--- src/rtl/gpio_ibank_pkg.sv ---
package gpio_ibank_pkg;
  // Byte offsets inside a port slot
  localparam logic [1:0] OFF_IDX = 2'd0;
  localparam logic [1:0] OFF_WIN = 2'd1;
  localparam logic [1:0] OFF_PIN = 2'd2;

  // Sub-register indices reached through the window
  localparam logic [7:0] SUB_AFEN = 8'h02;
  localparam logic [7:0] SUB_SET1 = 8'h07;
  localparam logic [7:0] SUB_SET2 = 8'h08;

  // Per-pin selection code: {set2, set1} when enabled, else zero
  function automatic logic [1:0] pin_sel(logic en, logic s1, logic s2);
    return en ? {s2, s1} : 2'b00;
  endfunction

  // Reset value of the second set for a given port
  function automatic logic [7:0] set2_reset(bit small_pkg, int port);
    return (small_pkg && port == 0) ? 8'h04 : 8'h00;
  endfunction

  function automatic logic is_sub(logic [7:0] idx);
    return (idx == SUB_AFEN) || (idx == SUB_SET1) || (idx == SUB_SET2);
  endfunction
endpackage

--- src/rtl/gpio_ibank_decode.sv ---
module gpio_ibank_decode #(
  parameter int              ADDR_W    = 12,
  parameter logic [ADDR_W-1:0] BASE    = 12'hFD0,
  parameter int              NUM_PORTS = 4
) (
  input  logic [ADDR_W-1:0]  addr,
  output logic [NUM_PORTS-1:0] port_hit,
  output logic [1:0]         offset
);
  logic win_hit;
  assign win_hit = (addr[ADDR_W-1:4] == BASE[ADDR_W-1:4]);
  assign offset  = addr[1:0];

  for (genvar p = 0; p < NUM_PORTS; p++) begin : g_hit
    assign port_hit[p] = win_hit && (addr[3:2] == 2'(p));
  end
endmodule

--- src/rtl/gpio_ibank_port.sv ---
module gpio_ibank_port
  import gpio_ibank_pkg::*;
#(
  parameter int PORT_NUM  = 0,
  parameter bit PRESENT   = 1'b1,
  parameter bit SMALL_PKG = 1'b0
) (
  input  logic        clk,
  input  logic        rst,
  input  logic        sel,
  input  logic        wr,
  input  logic [1:0]  offset,
  input  logic [7:0]  wdata,
  input  logic [7:0]  pins,
  output logic [7:0]  rdata,
  output logic [7:0]  af_en,
  output logic [15:0] af_sel,
  output logic [7:0]  idx_o,
  output logic [7:0]  samp_o,
  output logic        idx_wr_o
);
  localparam logic [7:0] SET2_RST = set2_reset(SMALL_PKG, PORT_NUM);

  logic       acc, idx_wr, win_wr;
  logic [7:0] idx_q, en_q, set1_q, set2_q;
  logic [7:0] sync_a, sync_b;
  logic [7:0] win_val;

  assign acc    = sel && PRESENT;
  assign idx_wr = acc && wr && (offset == OFF_IDX);
  assign win_wr = acc && wr && (offset == OFF_WIN);

  always_ff @(posedge clk) begin
    if (rst) begin
      idx_q  <= 8'h00;
      en_q   <= 8'h00;
      set1_q <= 8'h00;
      set2_q <= SET2_RST;
    end else begin
      if (idx_wr) idx_q <= wdata;
      if (win_wr) begin
        case (idx_q)
          SUB_AFEN: en_q   <= wdata;
          SUB_SET1: set1_q <= wdata;
          SUB_SET2: set2_q <= wdata;
          default: ;
        endcase
      end
    end
  end

  // Two-flop pin synchronizer, no reset: it follows the pins
  always_ff @(posedge clk) begin
    sync_a <= pins;
    sync_b <= sync_a;
  end

  always_comb begin
    case (idx_q)
      SUB_AFEN: win_val = en_q;
      SUB_SET1: win_val = set1_q;
      SUB_SET2: win_val = set2_q;
      default:  win_val = 8'h00;
    endcase
  end

  always_comb begin
    rdata = 8'h00;
    if (acc) begin
      case (offset)
        OFF_IDX: rdata = idx_q;
        OFF_WIN: rdata = win_val;
        OFF_PIN: rdata = sync_b;
        default: rdata = 8'h00;
      endcase
    end
  end

  for (genvar b = 0; b < 8; b++) begin : g_pin
    assign af_en[b]          = PRESENT && en_q[b];
    assign af_sel[2*b +: 2]  = pin_sel(af_en[b], set1_q[b], set2_q[b]);
  end

  assign idx_o    = idx_q;
  assign samp_o   = PRESENT ? sync_b : 8'h00;
  assign idx_wr_o = idx_wr;
endmodule

--- src/rtl/gpio_ibank.sv ---
module gpio_ibank #(
  parameter int                  ADDR_W    = 12,
  parameter logic [ADDR_W-1:0]   BASE      = 12'hFD0,
  parameter int                  NUM_PORTS = 4,
  parameter logic [NUM_PORTS-1:0] PORT_MASK = 4'b0111,
  parameter bit                  SMALL_PKG = 1'b0
) (
  input  logic                    clk,
  input  logic                    rst,
  input  logic [ADDR_W-1:0]       bus_addr,
  input  logic                    bus_wr,
  input  logic                    bus_rd,
  input  logic [7:0]              bus_wdata,
  output logic [7:0]              bus_rdata,
  input  logic [NUM_PORTS*8-1:0]  pin_in,
  output logic [NUM_PORTS*8-1:0]  af_en,
  output logic [NUM_PORTS*16-1:0] af_sel
);
  logic [NUM_PORTS-1:0]   port_hit;
  logic [1:0]             offset;
  logic [7:0]             port_rd [NUM_PORTS];
  // Named internal events for the checker
  logic [NUM_PORTS*8-1:0] idx_flat;
  logic [NUM_PORTS*8-1:0] samp_flat;
  logic [NUM_PORTS-1:0]   idx_wr_vec;

  gpio_ibank_decode #(.ADDR_W(ADDR_W), .BASE(BASE), .NUM_PORTS(NUM_PORTS)) u_dec (
    .addr     (bus_addr),
    .port_hit (port_hit),
    .offset   (offset)
  );

  for (genvar p = 0; p < NUM_PORTS; p++) begin : g_port
    gpio_ibank_port #(
      .PORT_NUM  (p),
      .PRESENT   (PORT_MASK[p]),
      .SMALL_PKG (SMALL_PKG)
    ) u_port (
      .clk      (clk),
      .rst      (rst),
      .sel      (port_hit[p]),
      .wr       (bus_wr),
      .offset   (offset),
      .wdata    (bus_wdata),
      .pins     (pin_in[8*p +: 8]),
      .rdata    (port_rd[p]),
      .af_en    (af_en[8*p +: 8]),
      .af_sel   (af_sel[16*p +: 16]),
      .idx_o    (idx_flat[8*p +: 8]),
      .samp_o   (samp_flat[8*p +: 8]),
      .idx_wr_o (idx_wr_vec[p])
    );
  end

  always_comb begin
    logic [7:0] merged;
    merged = 8'h00;
    for (int p = 0; p < NUM_PORTS; p++) merged |= port_rd[p];
    bus_rdata = bus_rd ? merged : 8'h00;
  end
endmodule

--- config.mk ---
export PLATFORM = sky130hd
export DESIGN_NAME = gpio_ibank
export DESIGN_NICKNAME = d
export VERILOG_FILES = /design/src/rtl/gpio_ibank_pkg.sv /design/src/rtl/gpio_ibank_decode.sv /design/src/rtl/gpio_ibank_port.sv /design/src/rtl/gpio_ibank.sv
export SDC_FILE = /design/constraint.sdc
export NUM_CORES = 1
export LEC_CHECK = 0
export BUFFER_PORTS_ARGS = -buffer_cell sky130_fd_sc_hd__buf_2
export CORE_UTILIZATION = 53
export CTS_BUF_LIST = sky130_fd_sc_hd__clkbuf_4 sky130_fd_sc_hd__clkbuf_8 sky130_fd_sc_hd__clkbuf_16
export CTS_CLUSTER_SIZE = 25
export DETAILED_ROUTE_END_ITERATION = 8
export MAX_ROUTING_LAYER = met4
export PLACE_DENSITY = 0.9
export SYNTH_ARGS = -nofsm -noshare
export SYNTH_HDL_FRONTEND = slang
export SYNTH_HIERARCHICAL = 1
export SYNTH_SLANG_ARGS = --single-unit
--- constraint.sdc ---
create_clock -name clk -period 2.51 [get_ports clk]
set_input_delay 0.3765 -clock clk [delete_from_list [all_inputs] [get_ports clk]]
set_output_delay 0.3765 -clock clk [all_outputs]
set_load 0.005 [all_outputs]
=== Word-level counts from Yosys, hierarchy flattened ===
Cells that the tools add are included.

* Add/sub/neg operators: 0
* $mul: 0
* Div/mod/pow operators: 0
* Order comparisons: 0
* Equality and inequality tests: 14
* Shift operators: 0
* Mux-type cells: 34
* Bitwise operators: 2
* Reductions and logical operators: 23

{| class="wikitable"
|+ Operators by type and width
! cell !! count
|-
| case mux 8 bit (3 select lines) || 6
|-
| two-way mux 2 bit || 24
|-
| two-way mux 8 bit || 4
|-
| == test 8 x 2 -> 1 bit (second input constant) || 3
|-
| == test 8 x 3 -> 1 bit (second input constant) || 3
|-
| == test 8 x 4 -> 1 bit (second input constant) || 3
|-
| AND reduction 2 bit || 9
|-
| OR 8 bit || 2
|-
| logical AND 1 bit || 12
|-
| == test 8 bit (second input constant) || 1
|-
| == test 2 x 1 -> 1 bit (second input constant) || 2
|-
| == test 2 bit (second input constant) || 2
|-
| logical NOT 2 bit || 2
|}

* Bits in registers: 144
* Bits in latches: 0
* Bits in writable memories: 0
* ROM bits: 0
* Input port bits: 56
* Output and inout bits: 104
* Word-level logic and storage cells: 91
* Memories kept: 0

=== Logic depth before layout (Yosys ltp) ===
Gate-level depths: netlist of run 1.

* Depth in word-level cells: 7
* Mapped depth: 8
* Mapped depth without buffers: 7

=== Modules after synthesis ===
Netlist of run 1, hierarchy kept.

{| class="wikitable"
|+ By module, submodules not included
! module !! times used !! cells each !! area an instance (um2) !! seq. area each (um2)
|-
| gpio_ibank_port at g_port[0].u_port ... || 3 || 206 || 1986.9 || 960.9
|-
| gpio_ibank_port at g_port[3].u_port || 1 || 50 || 371.6 || 0.0
|-
| gpio_ibank || 1 || 9 || 95.1 || 0.0
|-
| gpio_ibank_decode || 1 || 10 || 82.6 || 0.0
|}

=== Worst setup path after synthesis of run 1 ===
Ideal clock, no wire load.

* Path kind: input -> register
* From: in bus_addr[5]
* To: reg g_port[0].u_port.en_q[5]
* Data arrival time: 1.976 ns
* Required time: 2.382 ns
* Slack: 0.406 ns
* Stages: 7
* Cells stage by stage: nand4b_2 -> nor4_1 -> and4b_1 -> buf_2 -> nand4_2 -> mux2i_1 -> nor2_1

* Word-level cells in the longest chain between the ends: 5

{| class="wikitable"
|+ Ends and longest elaborated chain
! item !! line !! text
|-
| start, declared || gpio_ibank.sv:10 || <nowiki>input logic [ADDR_W-1:0] bus_addr,</nowiki>
|-
| == test 8 bit || gpio_ibank_decode.sv:11 || <nowiki>assign win_hit = (addr[ADDR_W-1:4] == BASE[ADDR_W-1:4]);</nowiki>
|-
| logical AND 1 bit || gpio_ibank_decode.sv:15 || <nowiki>assign port_hit[p] = win_hit && (addr[3:2] == 2'(p));</nowiki>
|-
| named net port_hit[0] || gpio_ibank.sv:19 || <nowiki>logic [NUM_PORTS-1:0] port_hit;</nowiki>
|-
| logical AND 1 bit (2 in a row) || gpio_ibank_port.sv:31 || <nowiki>assign win_wr = acc && wr && (offset == OFF_WIN);</nowiki>
|-
| AND reduction 2 bit (no line) || - ||
|-
| end signal, assigned || gpio_ibank_port.sv:43 || <nowiki>SUB_AFEN: en_q <= wdata;</nowiki>
|-
| end, declared || gpio_ibank_port.sv:25 || <nowiki>logic [7:0] idx_q, en_q, set1_q, set2_q;</nowiki>
|}

The timed path passes the listed nets, and every way through them passes these cells.
A chain may end at the register's enable or synchronous reset.

==> impl_metrics.ini, run 1 <==
[pwr]
clock_power_share = 0.510
p_per_area_nw_per_um2 = 622
leakagePower_nw = 3.72
p_switching_mw = 1.07
p_sw_frac = 0.208
comb_power_share = 0.037
power_frac_seq = 0.453
vdd_ir_drop_max_v = 0.000946
p_int_mw = 4.09

[global_routing]
grt_use_total = 0.308
antenna_found_initial = 0
grt_first_pass_wirelength_mm = 28.4
grt_start_max_net_pins = 97
grt_pass1_vias = 5371
gr-total-overflow = 0

[place]
dpl.cell_count = 931
port_buffers = 127
routabilityCongestion = 0.963
hpwl_mm = 11.0

[logic_synthesis]
yosysWarnings = 6
netlist_area_um2 = 6370
syn_area_per_cell_um2 = 9.54
synth_cells = 668

[floorplan]
row_count = 39
die_x_um = 112
ios = 160
core_area_um2 = 11600
dieArea_um2 = 12500
initial_utilization = 0.551
chipHeight_um = 112

[timing]
finalSetupViolCount = 8
drv_slew = 0
final_hold_viol_count = 0
rsz0062_at_grt = yes
fmax_ghz = 0.382
clock_skew_ps = 5.91
holdWs_ps = 49.0
worst_slack_ps = -110
tns_ps = -668
period_needed_ps = 2620
min_period_over_period = 1.04

[setup_path]
path_cells = nor4_4 -> buf_4 -> nand4b_1 -> nor2_1 -> buf_4 -> o2bb2ai_1 -> o41a_1 -> buf_2
cp_max_fo = 8
worstPathRequired_ps = 2130
end_kind = primary output
start_kind = flip-flop
crit_buf_inv = 3
arrival_ps = 2240
path_class = reg -> out
cpMostUsedCell = buf_4
cp_slowest_stage_delay_ps = 360
crit_family = simple AND/OR/NAND/NOR gates
cp_slowest_cell = nor4_4

[route]
drt.antenna.violating_nets = 0
via_per_inst = 5.88
drtPass1Iterations = 9
wl_per_cell_um = 19.8
drc = 15
vias = 5742
routed_wirelength_mm = 19.3
drtIter0Drc = 633

[status]
violations = DRC, setup timing
status = finished with violations

[cts]
holdBufCountCts = 0
clockRootBuffer = clkbuf_16
cts.clk_slew.worst_paths_ps = 60
cts_tree = yes
cts_max_level = 4
insertion_delay_ps = 420
clockBufferDepth = 2
numCtsBuffers = 17
cts_sinks = 144

[layout]
final_cell_mix = 129 x dfxtp_1, 127 x buf_2, 75 x nand2_1
fillCellCount = 792
fin_nets = 879
diodes = 0
area_growth_syn_to_layout_pct = 30.3
drive_above_1_share = 0.347
stdcell_count = 977
final_common_cell = dfxtp_1
final_core_util = 0.718

[run]
cap_viol_max_count = 0

[worst_hold_path]
hold_path.class = in -> reg
==> layout make-up <==
type | count | area, um2 | area share
timing repair buffer | 172 | 1040 | 0.125
clock buffer | 19 | 453 | 0.0545
tap | 143 | 179 | 0.0215
sequential | 144 | 2900 | 0.349
inverter | 4 | 15.0 | 0.00181
multi-input combinational | 484 | 3550 | 0.428
clock inverter | 11 | 164 | 0.0197
==> power by group through the flow <==
stage	registers [mW]	clock network, mW	logic (mW)
global route	2.34	2.77	0.199
global placement	2.39	0	0.174
detailed placement	2.39	0	0.176
floorplan	2.38	0	0.112
finish	2.34	2.63	0.190
CTS	2.34	2.64	0.180
==> metrics by stage <==
step                      cell area, um2  total power, mW  worst slack [ps]
after floorplan                     6490             2.50               424
after global placement              7110             2.56               225
after detailed placement            7110             2.57               113
after CTS                           8140             5.16             -20.2
after global routing                8310             5.31              -164
final                               8310             5.16              -110
==> per-layer routing <==
layer  global-route usage  up-vias  wire [um]
met1                0.365     2710       7390
met2                0.491      352       9410
met5                    -        -          0
met3               0.0746       56       1800
li1                     -     2624          -
met4                0.152        0        707
==> final timing paths <==
check / startpoint / endpoint / slack, ps / cells past startpoint
max: g_port[0].u_port/idx_o[5] / bus_rdata[2] / -110 / 8
min reg2reg: g_port[0].u_port/sync_a[1] / g_port[0].u_port/samp_o[1] / 320 / 0
max reg2reg: g_port[2].u_port/idx_o[5] / g_port[2].u_port/set1_q[4] / 550 / 7
min: pin_in[19] / g_port[2].u_port/sync_a[3] / 50 / 1
==> what timing repair did <==
action,4_1_cts,5_1_grt
pin swaps,15,10
gates resized for setup,68,28
endpoints found under the hold margin,0,0
buffers inserted,11,2
setup endpoints to repair,8,8
gates cloned,3,0
==> worst register-to-register path, delay by kind of cell, from the launching register on <==
kind	cells	cell delay, ps
simple gates	3	790
buf+inv	3	390
flops	1	340
mux	1	320
==> sequential cells by signal (all words and copies together), names as in the netlist <==
| register | count |
|---|---|
| g_port.u_port/af_en | 24 |
| g_port.u_port/idx_o | 24 |
| g_port.u_port/samp_o | 24 |
| g_port.u_port/set1_q | 24 |
| g_port.u_port/set2_q | 24 |
| g_port.u_port/sync_a | 24 |
(Power assumes the default switching activity.)
==> run 2, diff against run 1 <==
==> constraint.sdc (replaced) <==
create_clock -name clk -period 2.51 [get_ports clk]
set_input_delay 0.3765 -clock clk [delete_from_list [all_inputs] [get_ports clk]]
set_output_delay 0.3765 -clock clk [all_outputs]
set_load 0.01 [all_outputs]
==> impl_metrics.ini, run 2 (synthesized netlist as in run 1, its figures left out) <==
[cts]
clockBufferDepth = 2
cts_sinks = 144
clockRootBuffer = clkbuf_16
cts.clk_slew.worst_paths_ps = 60
cts_tree = yes
cts_max_level = 4
holdBufCountCts = 0
insertion_delay_ps = 410
numCtsBuffers = 17

[route]
drc = 15
vias = 5657
routed_wirelength_mm = 18.1
via_per_inst = 5.80
drtPass1Iterations = 9
drt.antenna.violating_nets = 0
wl_per_cell_um = 18.5
drtIter0Drc = 592

[floorplan]
core_area_um2 = 11600
die_x_um = 112
dieArea_um2 = 12500
initial_utilization = 0.551
chipHeight_um = 112
row_count = 39
ios = 160

[setup_path]
crit_family = compound AO/OA/AOI/OAI gates
start_kind = flip-flop
crit_buf_inv = 2
cp_slowest_cell = nor4_4
r2r_end = g_port[0].u_port/af_en[5]
path_cells = nor4_4 -> buf_4 -> nand2_2 -> o2bb2ai_1 -> o2bb2ai_1 -> o41a_1 -> buf_2
cpMostUsedCell = o2bb2ai_1
r2r_start = g_port[0].u_port/idx_o[4]
worstPathRequired_ps = 2130
worstRegToRegCells = 7
path_class = reg -> out
startpoint = g_port[0].u_port/idx_o[4]
cp_max_fo = 8
worst-r2r-setup-slack_ps = 600
crit_end = bus_rdata[2]
path_depth = 7
end_kind = primary output
arrival_ps = 2320
cp_slowest_stage_delay_ps = 360

[pwr]
p_int_mw = 4.24
vdd_ir_drop_max_v = 0.000509
comb_power_share = 0.038
leakagePower_nw = 3.67
p_sw_frac = 0.201
clock_power_share = 0.521
p_switching_mw = 1.07
p_per_area_nw_per_um2 = 653
power_frac_seq = 0.441

[timing]
min_period_over_period = 1.07
final_hold_viol_count = 0
period_needed_ps = 2690
finalSetupViolCount = 8
holdWs_ps = 57.3
rsz0062_at_grt = yes
tns_ps = -933
clock_skew_ps = 6.45
worst_slack_ps = -183
fmax_ghz = 0.371
drv_slew = 0

[run]
cap_viol_max_count = 0

[worst_hold_path]
hold_path.class = in -> reg

[layout]
final_cell_mix = 134 x dfxtp_1, 127 x buf_2, 76 x nand2_1
drive_above_1_share = 0.309
stdcell_count = 975
area_growth_syn_to_layout_pct = 27.5
final_common_cell = dfxtp_1
diodes = 0
fin_nets = 876

[global_routing]
antenna_found_initial = 0
grt_start_max_net_pins = 97
gr-total-overflow = 0
grt_first_pass_wirelength_mm = 27.0
grt_use_total = 0.293
grt_pass1_vias = 5300

[place]
hpwl_mm = 11.0
dpl.cell_count = 931
dp_slack_ps = 147
port_buffers = 127
routabilityCongestion = 0.966

[status]
violations = DRC, setup timing
status = finished with violations
[run 2: worst min-delay path by stage]
stage / startpoint / to / slack (ps) / cells after the start
6_report: pin_in[9] / g_port[1].u_port/sync_a[1] / 60 / 1
5_1_grt: pin_in[3] / g_port[0].u_port/sync_a[3] / 40 / 1
4_1_cts: pin_in[9] / g_port[1].u_port/sync_a[1] / 50 / 1
3_5_place_dp: g_port[2].u_port/sync_a[0] / g_port[2].u_port/samp_o[0] / 310 / 0
3_3_place_gp: g_port[1].u_port/sync_a[6] / g_port[1].u_port/samp_o[6] / 310 / 0
2_1_floorplan: g_port[0].u_port/sync_a[0] / g_port[0].u_port/samp_o[0] / 310 / 0
[run 2: metal layers]
layer	wire length [um]	global-route usage	vias up
met4	577	0.140	0
met5	0	-	-
met1	6980	0.344	2652
met2	8850	0.472	345
li1	-	-	2612
met3	1670	0.0719	48
[run 2: area by class of cell]
| type | instances | area (um2) |
|---|---|---|
| fillers | 812 | 3440 |
| multi-input cells | 483 | 3330 |
| flip-flops and latches | 144 | 2900 |
| repair buffers | 170 | 1050 |
| clock buffers | 21 | 474 |
| clock inverters | 10 | 183 |
| well taps | 143 | 179 |
| inverters | 4 | 15.0 |
[run 2: per-stage QoR]
stage          instance area [um2]  total power, mW  utilization
2_1_floorplan                 6490             2.51            -
3_3_place_gp                  7120             2.58        0.615
3_5_place_dp                  7120             2.58        0.615
4_1_cts                       8000             5.32        0.692
5_1_grt                       8130             5.45        0.703
6_report                      8130             5.30        0.703
[run 2: power by group through the flow]
| stage | logic (mW) | registers [mW] | clock network [mW] |
|---|---|---|---|
| 5_1_grt | 0.209 | 2.34 | 2.90 |
| 4_1_cts | 0.191 | 2.34 | 2.79 |
| 3_5_place_dp | 0.189 | 2.39 | 0 |
| 6_report | 0.200 | 2.34 | 2.76 |
| 3_3_place_gp | 0.187 | 2.39 | 0 |
| 2_1_floorplan | 0.123 | 2.38 | 0 |
[run 2: what timing repair did]
| action | CTS | global route |
|---|---|---|
| gates resized for setup | 38 | 15 |
| cloned | 0 | 1 |
| pin swaps | 6 | 9 |
| setup buffers | 9 | 3 |
| setup endpoints to repair | 8 | 8 |
==> run 3, diff against run 2 <==
--- a/config.mk
+++ b/config.mk
@@ -10,8 +10,11 @@
 export CTS_BUF_LIST = sky130_fd_sc_hd__clkbuf_4 sky130_fd_sc_hd__clkbuf_8 sky130_fd_sc_hd__clkbuf_16
 export CTS_CLUSTER_SIZE = 25
 export DETAILED_ROUTE_END_ITERATION = 8
+export HOLD_SLACK_MARGIN = 0.15
 export MAX_ROUTING_LAYER = met4
 export PLACE_DENSITY = 0.9
+export SKIP_CTS_REPAIR_TIMING = 1
+export SLEW_MARGIN = 25
 export SYNTH_ARGS = -nofsm -noshare
 export SYNTH_HDL_FRONTEND = slang
 export SYNTH_HIERARCHICAL = 1
==> impl_metrics.ini, run 3 (synthesized netlist as in run 1, its figures left out) <==
[global_routing]
grt_start_max_net_pins = 97
grt_use_total = 0.282
grt_first_pass_wirelength_mm = 25.9
grt_pass1_vias = 5041
antenna_found_initial = 0
gr-total-overflow = 0

[place]
dp_slack_ps = 147
port_buffers = 127
hpwl_mm = 11.0
place_area_um2 = 7120
routabilityCongestion = 0.966

[floorplan]
row_count = 39
ios = 160
initial_utilization = 0.551
core_area_um2 = 11600
die_x_um = 112
dieArea_um2 = 12500
chipHeight_um = 112

[setup_path]
r2r_end = g_port[2].u_port/af_en[7]
r2r_start = g_port[2].u_port/idx_o[7]
arrival_ps = 2290
cp_max_fo = 16
end_kind = primary output
path_class = reg -> out
worstPathRequired_ps = 2130
worstRegToRegCells = 6
worst-r2r-setup-slack_ps = 640
start_kind = flip-flop

[layout]
final_cell_area_um2 = 8190
fillCellCount = 820
area_growth_syn_to_layout_pct = 28.4
final_common_cell = dfxtp_1
final_cell_mix = 139 x dfxtp_1, 127 x buf_2, 77 x nand2_1
fin_nets = 893
seqCellArea_um2 = 2890
diodes = 0
multiInputGateArea_um2 = 3230
drive_above_1_share = 0.276
final_core_util = 0.708

[route]
vias = 5699
via_per_inst = 5.74
drtPass1Iterations = 9
wl_per_cell_um = 17.8
routed_wirelength_mm = 17.7
drtIter0Drc = 523
drc = 30
drt.antenna.violating_nets = 0

[cts]
cts.clk_slew.worst_paths_ps = 60
clockRootBuffer = clkbuf_16
cts_sinks = 144
cts_tree = yes
clockBufferDepth = 2
cts_max_level = 4
insertion_delay_ps = 420
numCtsBuffers = 17

[pwr]
p_sw_frac = 0.201
p_per_area_nw_per_um2 = 652
p_int_mw = 4.26
vdd_ir_drop_max_v = 0.000530
power_mw = 5.34
comb_power_share = 0.043
power_frac_seq = 0.439
clock_power_share = 0.518
p_switching_mw = 1.07
leakagePower_nw = 3.71

[worst_hold_path]
holdPathStages = 0
hold_path.class = reg -> reg
worstHoldStart = g_port[0].u_port/sync_a[1]
min_to = g_port[0].u_port/samp_o[1]

[status]
status = finished with violations
violations = DRC, setup timing

[timing]
final_hold_viol_count = 0
fmax_ghz = 0.374
clock_skew_ps = 6.33
drv_slew = 0
worst_slack_ps = -161
min_period_over_period = 1.06
period_needed_ps = 2670
finalSetupViolCount = 8
rsz0062_at_grt = yes

[run]
cap_viol_max_count = 0
-- run 3: changes by cell type in the layout (fill, tap and decap cells not counted), sizes merged --
cell	change
clkbuf	-1
buf	-6
dlygate4sd3	+24
-- run 3: worst max-delay path: stages, from the launching register on --
cell and delay, ps:
dfxtp_2 340, nor4_4 380, and3_1 260, buf_12 150, o2bb2ai_1 170, o2bb2ai_1 180
o41a_1 240, buf_2 150
-- run 3: layer usage --
metal	routed length [um]	vias up	GRT usage
met1	6980	2687	0.345
met2	8800	339	0.443
met5	0	-	-
li1	-	2649	-
met4	324	0	0.132
met3	1560	24	0.0631
-- run 3: per-stage QoR --
| stage | std cells | TNS, ps | hold slack [ps] |
|---|---|---|---|
| 6_report | 992 | -835 | 324 |
| 5_1_grt | 992 | -1490 | 326 |
| 4_1_cts | 962 | -1640 | 47.4 |
| 3_5_place_dp | 931 | 0 | 312 |
| 3_3_place_gp | 931 | 0 | 310 |
| 2_1_floorplan | 699 | 0 | 310 |
-- run 3: how the worst max path moves through the flow --
stage                                         start           end  slack (ps)  depth (start not counted)
after CTS                 g_port[0].u_port/idx_o[2]  bus_rdata[7]        -220                          7
after detailed placement                bus_addr[5]  bus_rdata[5]         150                         10
final                     g_port[0].u_port/idx_o[7]  bus_rdata[6]        -160                          7
after global routing      g_port[0].u_port/idx_o[7]  bus_rdata[6]        -240                          8
after global placement                  bus_addr[5]  bus_rdata[7]         220                         10
after floorplan                         bus_addr[5]  bus_rdata[0]         400                          6
-- run 3: power by group through the flow --
stage / sequential [mW] / clock (mW) / combinational, mW
floorplan: 2.38 / 0 / 0.123
finish: 2.34 / 2.77 / 0.229
global placement: 2.39 / 0 / 0.187
CTS: 2.34 / 2.79 / 0.190
detailed placement: 2.39 / 0 / 0.189
global route: 2.34 / 2.90 / 0.240
-- run 3: area by class of cell --
type,instances,area share
Clock buffer,21,0.0579
Timing Repair Buffer,187,0.148
Sequential cell,144,0.353
Tap cell,143,0.0219
Multi-Input combinational cell,483,0.395
Clock inverter,10,0.0223
Inverter,4,0.00183
